[src/rtl/ts_pkg.sv]
package ts_pkg;

  typedef enum logic [1:0] {
    DIV_BY1  = 2'd0,
    DIV_BY2  = 2'd1,
    DIV_BY4  = 2'd2,
    DIV_BY16 = 2'd3
  } div_code_e;

  localparam int PRESC_W  = 4;
  localparam int SRC_NONE = 0;
  localparam int SRC_PIN  = 1;
  localparam int SRC_HW0  = 2;

  // One tick of the divided delay clock, taken from a shared prescaler.
  function automatic logic div_tick(input logic [1:0] code, input logic [PRESC_W-1:0] presc);
    case (div_code_e'(code))
      DIV_BY1:  return 1'b1;
      DIV_BY2:  return presc[0];
      DIV_BY4:  return &presc[1:0];
      default:  return &presc;
    endcase
  endfunction

endpackage

[src/rtl/ts_pin_edge.sv]
module ts_pin_edge (
  input  logic clk,
  input  logic rst_n,
  input  logic pin,
  output logic pin_rise,
  output logic pin_fall
);
  logic [1:0] sync_q;
  logic       last_q;

  always_ff @(posedge clk or negedge rst_n) begin
    if (!rst_n) begin
      sync_q <= 2'b00;
      last_q <= 1'b0;
    end else begin
      sync_q <= {sync_q[0], pin};
      last_q <= sync_q[1];
    end
  end

  assign pin_rise = sync_q[1] & ~last_q;
  assign pin_fall = ~sync_q[1] & last_q;
endmodule

[src/rtl/ts_slot_trig.sv]
module ts_slot_trig
  import ts_pkg::*;
#(
  parameter int NUM_HW = 18,
  parameter int DLY_W  = 8,
  parameter int SRC_W  = 5
) (
  input  logic               clk,
  input  logic               rst_n,
  input  logic [SRC_W-1:0]   src_sel,
  input  logic               rise_en,
  input  logic               fall_en,
  input  logic [1:0]         div_code,
  input  logic [DLY_W-1:0]   dly,
  input  logic               pin_rise,
  input  logic               pin_fall,
  input  logic [NUM_HW-1:0]  hw_trig,
  input  logic [PRESC_W-1:0] presc,
  input  logic               slot_taken,
  input  logic               cancel,
  output logic               fire,
  output logic               drop,
  output logic               dly_run
);
  logic             hit;
  logic             tick;
  logic             zero_dly;
  logic             start_dly;
  logic             act_q;
  logic [DLY_W-1:0] cnt_q;

  always_comb begin
    hit = 1'b0;
    if (src_sel == SRC_W'(SRC_PIN)) begin
      hit = (rise_en & pin_rise) | (fall_en & pin_fall);
    end
    for (int k = 0; k < NUM_HW; k++) begin
      if (src_sel == SRC_W'(k + SRC_HW0)) hit = hit | hw_trig[k];
    end
  end

  assign tick      = div_tick(div_code, presc);
  assign zero_dly  = (dly == '0);
  assign drop      = hit & ~zero_dly & ((act_q & ~cancel) | slot_taken);
  assign start_dly = hit & ~zero_dly & ~drop;
  assign fire      = (hit & zero_dly) |
                     (act_q & tick & (cnt_q == DLY_W'(1)) & ~cancel);
  assign dly_run   = act_q;

  always_ff @(posedge clk or negedge rst_n) begin
    if (!rst_n) begin
      act_q <= 1'b0;
      cnt_q <= '0;
    end else if (start_dly) begin
      act_q <= 1'b1;
      cnt_q <= dly;
    end else if (cancel) begin
      act_q <= 1'b0;
    end else if (act_q && tick) begin
      if (cnt_q == DLY_W'(1)) act_q <= 1'b0;
      cnt_q <= cnt_q - DLY_W'(1);
    end
  end
endmodule

[src/rtl/ts_arbiter.sv]
module ts_arbiter #(
  parameter int NUM_SLOTS = 19,
  parameter int SLOT_W    = 5
) (
  input  logic                 clk,
  input  logic                 rst_n,
  input  logic [NUM_SLOTS-1:0] pend,
  input  logic [NUM_SLOTS-1:0] cancel_eff,
  input  logic                 conv_rdy,
  input  logic                 conv_done,
  output logic                 conv_vld,
  output logic [SLOT_W-1:0]    conv_slot,
  output logic                 busy,
  output logic [NUM_SLOTS-1:0] done_clr
);
  logic [SLOT_W-1:0] pick;
  logic [SLOT_W-1:0] fly_q;
  logic              busy_q;
  logic              orphan_q;
  logic              accept;

  // Scan from the top down so the lowest pending slot wins.
  always_comb begin
    pick = '0;
    for (int k = NUM_SLOTS - 1; k >= 0; k--) begin
      if (pend[k]) pick = SLOT_W'(k);
    end
  end

  assign conv_vld  = ~busy_q & (|pend);
  assign conv_slot = pick;
  assign accept    = conv_vld & conv_rdy;
  assign busy      = busy_q;

  always_ff @(posedge clk or negedge rst_n) begin
    if (!rst_n) begin
      busy_q   <= 1'b0;
      fly_q    <= '0;
      orphan_q <= 1'b0;
    end else if (accept) begin
      busy_q   <= 1'b1;
      fly_q    <= pick;
      orphan_q <= cancel_eff[pick];
    end else if (busy_q) begin
      if (conv_done) begin
        busy_q   <= 1'b0;
        orphan_q <= 1'b0;
      end else if (cancel_eff[fly_q]) begin
        orphan_q <= 1'b1;
      end
    end
  end

  always_comb begin
    done_clr = '0;
    if (busy_q && conv_done && !orphan_q) done_clr[fly_q] = 1'b1;
  end
endmodule

[src/rtl/conv_trig_sched.sv]
module conv_trig_sched
  import ts_pkg::*;
#(
  parameter int  NUM_SLOTS = 19,
  parameter int  NUM_HW    = 18,
  parameter int  DLY_W     = 8,
  parameter int  CH_W      = 5,
  localparam int SRC_W     = $clog2(NUM_HW + SRC_HW0),
  localparam int SLOT_W    = $clog2(NUM_SLOTS)
) (
  input  logic                       clk,
  input  logic                       rst_n,
  input  logic                       sw_start_vld,
  input  logic [NUM_SLOTS-1:0]       sw_start_mask,
  input  logic                       cancel_vld,
  input  logic [NUM_SLOTS-1:0]       cancel_mask,
  input  logic                       ovf_clr_vld,
  input  logic [NUM_SLOTS-1:0]       ovf_clr_mask,
  input  logic [NUM_SLOTS*SRC_W-1:0] slot_src_sel,
  input  logic [NUM_SLOTS-1:0]       slot_rise_en,
  input  logic [NUM_SLOTS-1:0]       slot_fall_en,
  input  logic [NUM_SLOTS*2-1:0]     slot_div,
  input  logic [NUM_SLOTS*DLY_W-1:0] slot_dly,
  input  logic [NUM_SLOTS*CH_W-1:0]  slot_chan,
  input  logic                       ext_start_pin,
  input  logic [NUM_HW-1:0]          hw_trig,
  output logic                       conv_vld,
  input  logic                       conv_rdy,
  output logic [SLOT_W-1:0]          conv_slot,
  output logic [CH_W-1:0]            conv_chan,
  input  logic                       conv_done,
  output logic [NUM_SLOTS-1:0]       pending,
  output logic [NUM_SLOTS-1:0]       ovf_flags,
  output logic                       ovf_any,
  output logic                       busy
);
  logic [PRESC_W-1:0]   presc_q;
  logic                 pin_rise;
  logic                 pin_fall;
  logic [NUM_SLOTS-1:0] pend_q;
  logic [NUM_SLOTS-1:0] ovf_q;
  logic [NUM_SLOTS-1:0] sw_eff;
  logic [NUM_SLOTS-1:0] cancel_eff;
  logic [NUM_SLOTS-1:0] clr_eff;
  logic [NUM_SLOTS-1:0] done_clr;
  logic [NUM_SLOTS-1:0] held;
  logic [NUM_SLOTS-1:0] fire;
  logic [NUM_SLOTS-1:0] drop;
  logic [NUM_SLOTS-1:0] dly_run;
  logic [NUM_SLOTS-1:0] req;
  logic [NUM_SLOTS-1:0] ovf_set;

  assign sw_eff     = sw_start_vld ? sw_start_mask : '0;
  assign cancel_eff = cancel_vld   ? cancel_mask   : '0;
  assign clr_eff    = ovf_clr_vld  ? ovf_clr_mask  : '0;

  // Requests that remain after this cycle's cancels and completions.
  assign held    = pend_q & ~cancel_eff & ~done_clr;
  assign req     = sw_eff | fire;
  assign ovf_set = (req & held) | drop;

  always_ff @(posedge clk or negedge rst_n) begin
    if (!rst_n) begin
      presc_q <= '0;
      pend_q  <= '0;
      ovf_q   <= '0;
    end else begin
      presc_q <= presc_q + PRESC_W'(1);
      pend_q  <= held | req;
      ovf_q   <= (ovf_q & ~clr_eff) | ovf_set;
    end
  end

  ts_pin_edge u_pin (
    .clk      (clk),
    .rst_n    (rst_n),
    .pin      (ext_start_pin),
    .pin_rise (pin_rise),
    .pin_fall (pin_fall)
  );

  for (genvar s = 0; s < NUM_SLOTS; s++) begin : g_slot
    ts_slot_trig #(
      .NUM_HW (NUM_HW),
      .DLY_W  (DLY_W),
      .SRC_W  (SRC_W)
    ) u_trig (
      .clk        (clk),
      .rst_n      (rst_n),
      .src_sel    (slot_src_sel[s*SRC_W +: SRC_W]),
      .rise_en    (slot_rise_en[s]),
      .fall_en    (slot_fall_en[s]),
      .div_code   (slot_div[s*2 +: 2]),
      .dly        (slot_dly[s*DLY_W +: DLY_W]),
      .pin_rise   (pin_rise),
      .pin_fall   (pin_fall),
      .hw_trig    (hw_trig),
      .presc      (presc_q),
      .slot_taken (held[s]),
      .cancel     (cancel_eff[s]),
      .fire       (fire[s]),
      .drop       (drop[s]),
      .dly_run    (dly_run[s])
    );
  end

  ts_arbiter #(
    .NUM_SLOTS (NUM_SLOTS),
    .SLOT_W    (SLOT_W)
  ) u_arb (
    .clk        (clk),
    .rst_n      (rst_n),
    .pend       (pend_q),
    .cancel_eff (cancel_eff),
    .conv_rdy   (conv_rdy),
    .conv_done  (conv_done),
    .conv_vld   (conv_vld),
    .conv_slot  (conv_slot),
    .busy       (busy),
    .done_clr   (done_clr)
  );

  always_comb begin
    conv_chan = '0;
    for (int k = 0; k < NUM_SLOTS; k++) begin
      if (conv_slot == SLOT_W'(k)) conv_chan = slot_chan[k*CH_W +: CH_W];
    end
  end

  assign pending   = pend_q;
  assign ovf_flags = ovf_q;
  assign ovf_any   = |ovf_q;
endmodule

[config.mk]
export PLATFORM = sky130hd
export DESIGN_NAME = conv_trig_sched
export DESIGN_NICKNAME = d
export VERILOG_FILES = /design/src/rtl/ts_pkg.sv /design/src/rtl/ts_pin_edge.sv /design/src/rtl/ts_slot_trig.sv /design/src/rtl/ts_arbiter.sv /design/src/rtl/conv_trig_sched.sv
export SDC_FILE = /design/constraint.sdc
export NUM_CORES = 1
export LEC_CHECK = 0
export ABC_AREA = 1
export ABC_CLOCK_PERIOD_IN_PS = 3340
export BUFFER_PORTS_ARGS = -buffer_cell sky130_fd_sc_hd__buf_4
export CAP_MARGIN = 20
export CORE_AREA = 2 2 200 281
export DETAILED_ROUTE_END_ITERATION = 10
export DIE_AREA = 0 0 202 283
export GPL_ROUTABILITY_DRIVEN = 0
export PLACE_DENSITY = 0.61
export SYNTH_ARGS = -nofsm -noshare
export SYNTH_HDL_FRONTEND = slang
export SYNTH_SLANG_ARGS = --single-unit
[constraint.sdc]
create_clock -name clk -period 3.34 [get_ports clk]
set_input_delay 0.835 -clock clk [delete_from_list [all_inputs] [get_ports clk]]
set_output_delay 0.835 -clock clk [all_outputs]
set_load 0.01 [all_outputs]
==> impl_metrics.csv <==
group,metric,value,unit
outcome,outcome,"finished, violations left",
outcome,failed_checks,"negative setup slack",
sta,grt_setup_unrepaired,"true",
drt,viasPerCell,5.45,
power,pwr_density_cell,543,nW/um2
sta,tns,-3.62,ns
layout,drive_gt1_frac,0.247,
clock_network,cts_tree,"yes",
floorplan,initial_core_util,0.345,
grt,antenna_found_initial,10,
synthesis,ys_warn_count,0,
synthesis,synthDistinctLibCells,64,
grt,grtUsageTotal,0.314,
placed_design,io_buffers,551,
floorplan,io_pins,552,
sta,worst-slew-pin-transition,0.719,ns
min_path,worstHoldPathType,"input pin to async pin",
synthesis,yosys_register_bits,223,
grt,grt_pass1_wl,138000,um
clock_network,clock_path_buffers,3,
clock_network,path_clk_slew,0.07,ns
sta,clock.fmax,0.244,GHz
floorplan,die_area,57200,um2
floorplan,core,54800,um2
sta,fin_ws,-0.759,ns
layout,fillCellCount,5571,
worst_setup_path,critPathKind,"flop to output port",
drt,wire_per_inst,21.5,um
layout,postLayoutCoreUtil,0.486,
drt,routed_wl,93100,um
clock_network,clk_latency,0.55,ns
job,maxCapViolations,0,
worst_setup_path,reg2regPathDepth,22,
placed_design,dp.cells,4246,
clock_network,cts_made_buffers,27,
power,ir_worst_vdd,0.391,mV
synthesis,yosysSeqAreaShare,0.295,
drt,drtAntennaViolNets,0,
worst_setup_path,worstPathRequired,2.50,ns
clock_network,cts_root_buffer,"clkbuf_16",
power,power_leakage,12.9,nW
synthesis,synth_area,18900,um2
synthesis,synth_fp_nets,3362,
synthesis,synth.avg_cell_area,6.70,um2
drt,drc,0,
grt,grt_pass1_vias,23500,
layout,finalInstanceArea,26600,um2
worst_setup_path,worstSetupStartpointType,"flop",
sta,skew,0.0175,ns
worst_setup_path,cp_max_fo,9,
sta,drv_slew,0,
drt,vias,23600,
layout,area_delta_synth_final,40.8,%
sta,hold_violations,0,
drt,first_iter_violations,1394,
layout,final_common_cell,"buf_4",
clock_network,htree_levels,1,
placed_design,dp_hpwl,77400,um
sta,final.min_clock_period,4.10,ns
layout,instances_no_fill,4331,
grt,grt_max_degree,70,
synthesis,netlist_instances,2822,
grt,grt_remaining_overflow,0,
drt,firstDrtPassIters,6,
worst_setup_path,cp_data_arrival_time,3.26,ns
floorplan,row_count,102,
synthesis,async_flop_share,1.00,
sta,fin_crit_sh,1.23,
sta,setup_viol,5,
clock_network,cts_sinks,223,
layout,fin_nets,4116,
synthesis,synthFlopType,"dfrtp_1",
floorplan,die_h,283,um
sta,whs,0.218,ns
synthesis,synth-edff-count,0,
floorplan,fp.dieW,202,um
placed_design,dpl-instance-area,25300,um2
worst_setup_path,endpoint_kind,"output port",
layout,final_cell_mix,"buf_4, nand2_1, inv_1",
sta,slew_headroom,0.518,
[metrics by stage]
stage	total power [mW]	setup WS [ns]
2_1_floorplan	8.52	0.256
3_3_place_gp	11.0	-0.156
3_5_place_dp	11.1	-0.140
4_1_cts	14.4	-0.731
5_1_grt	15.5	-1.05
6_report	14.5	-0.759
[per-layer routing]
| layer | track usage | part of all wire |
|---|---|---|
| met4 | 0.217 | 0.079 |
| met3 | 0.0577 | 0.077 |
| met1 | 0.328 | 0.35 |
| met5 | 0 | 0.00037 |
| met2 | 0.566 | 0.49 |
[power by group]
| part | switching [mW] | total (mW) | internal (mW) | leakage [nW] |
|---|---|---|---|---|
| clock network | 1.27 | 3.21 | 1.94 | 0.452 |
| logic | 3.61 | 6.42 | 2.81 | 9.80 |
| registers | 1.03 | 4.83 | 3.79 | 2.66 |
[final cells by class]
cell class	count	area, um2	area share
diodes	7	17.5	0.000658
clock buffers	36	739	0.0278
clock inverters	13	201	0.00756
inverters	460	1730	0.0649
multi-input cells	2092	11500	0.432
flip-flops and latches	223	5580	0.210
well taps	728	911	0.0342
repair buffers	772	5940	0.223
[Yosys cell counts, types with 4 or more instances]
cell type,count,share of area
nand2_1,570,0.11
inv_1,445,0.088
nor2_1,318,0.063
dfrtp_1,223,0.30
nand3_1,199,0.053
o21ai_0,135,0.036
a21oi_1,89,0.024
o22ai_1,89,0.029
nand4_1,86,0.028
o221ai_1,77,0.036
xor2_1,76,0.035
nor4_1,62,0.021
nor3_1,56,0.015
xnor2_1,42,0.019
o211ai_1,40,0.016
ha_1,39,0.026
clkbuf_1,25,0.0050
o31ai_1,24,0.0095
a211oi_1,20,0.0079
or2_2,20,0.0066
a22oi_1,19,0.0075
buf_2,19,0.0050
a221oi_1,17,0.0079
o21ai_1,16,0.0042
nand3b_1,10,0.0040
a31oi_1,9,0.0030
a32o_1,8,0.0042
clkinv_1,7,0.0014
inv_2,7,0.0014
nor2_2,7,0.0023
a2111oi_0,6,0.0028
a221o_1,5,0.0026
nor2_4,5,0.0030
o2111ai_1,4,0.0019
[what timing repair did]
| action | 4_1_cts | 5_1_grt |
|---|---|---|
| resized for setup | 14 | 13 |
| gates cloned | 1 | 0 |
| hold buffers | 0 | 0 |
| pin swaps | 17 | 19 |
| setup buffers | 24 | 9 |
| setup endpoints to repair | 6 | 17 |
[kinds of logic after synthesis]
group	after synthesis	synth area share
flops	223	0.295
fa+ha+maj	39	0.0258
simple gates	1355	0.319
mux	1	0.000529
buf+inv	508	0.103
xor+xnor	118	0.0546
compound gates	578	0.202
[path summary, 6_finish.rpt]
check                                start  slack (ns)                         end
min in group clk           u_pin.sync_q[0]        0.36             u_pin.sync_q[1]
setup / recovery               pending[16]       -0.76                conv_chan[2]
setup reg to reg               pending[16]        0.11  g_slot[16].u_trig.cnt_q[0]
hold reg to reg            u_pin.sync_q[0]        0.36             u_pin.sync_q[1]
max in group asynchronous            rst_n        2.33  g_slot[18].u_trig.cnt_q[4]
hold / removal                       rst_n        0.22             u_pin.sync_q[0]
[sequential cells by signal, summed over array words and instances, names as in the netlist]
| signal | count |
|---|---|
| u_arb.fly_q | 5 |
| presc_q | 4 |
| u_arb.busy | 1 |
| u_pin.last_q | 1 |
| u_arb.orphan_q | 1 |
| ovf_flags | 19 |
| pending | 19 |
| u_pin.sync_q | 2 |
| g_slot.u_trig.dly_run | 19 |
| g_slot.u_trig.cnt_q | 152 |
[worst max-delay path, cell delays in order, from the launching register on]
cell and delay [ns]:
dfrtp_1 0.40, buf_4 0.15, o31ai_1 0.25, nand3_1 0.12
nand2_1 0.08, nand2_1 0.06, nand2_1 0.06, nand2_1 0.06
nand3_1 0.08, nand3_2 0.10, buf_4 0.19, nand4_1 0.12
nand3_2 0.10, nor2_2 0.12, nand4_1 0.13, nor2_1 0.11
nand4_1 0.10, nand2_1 0.08, nand4_1 0.08, nand2_1 0.07
nand4_1 0.09, buf_4 0.16
(Power assumes the default switching activity.)
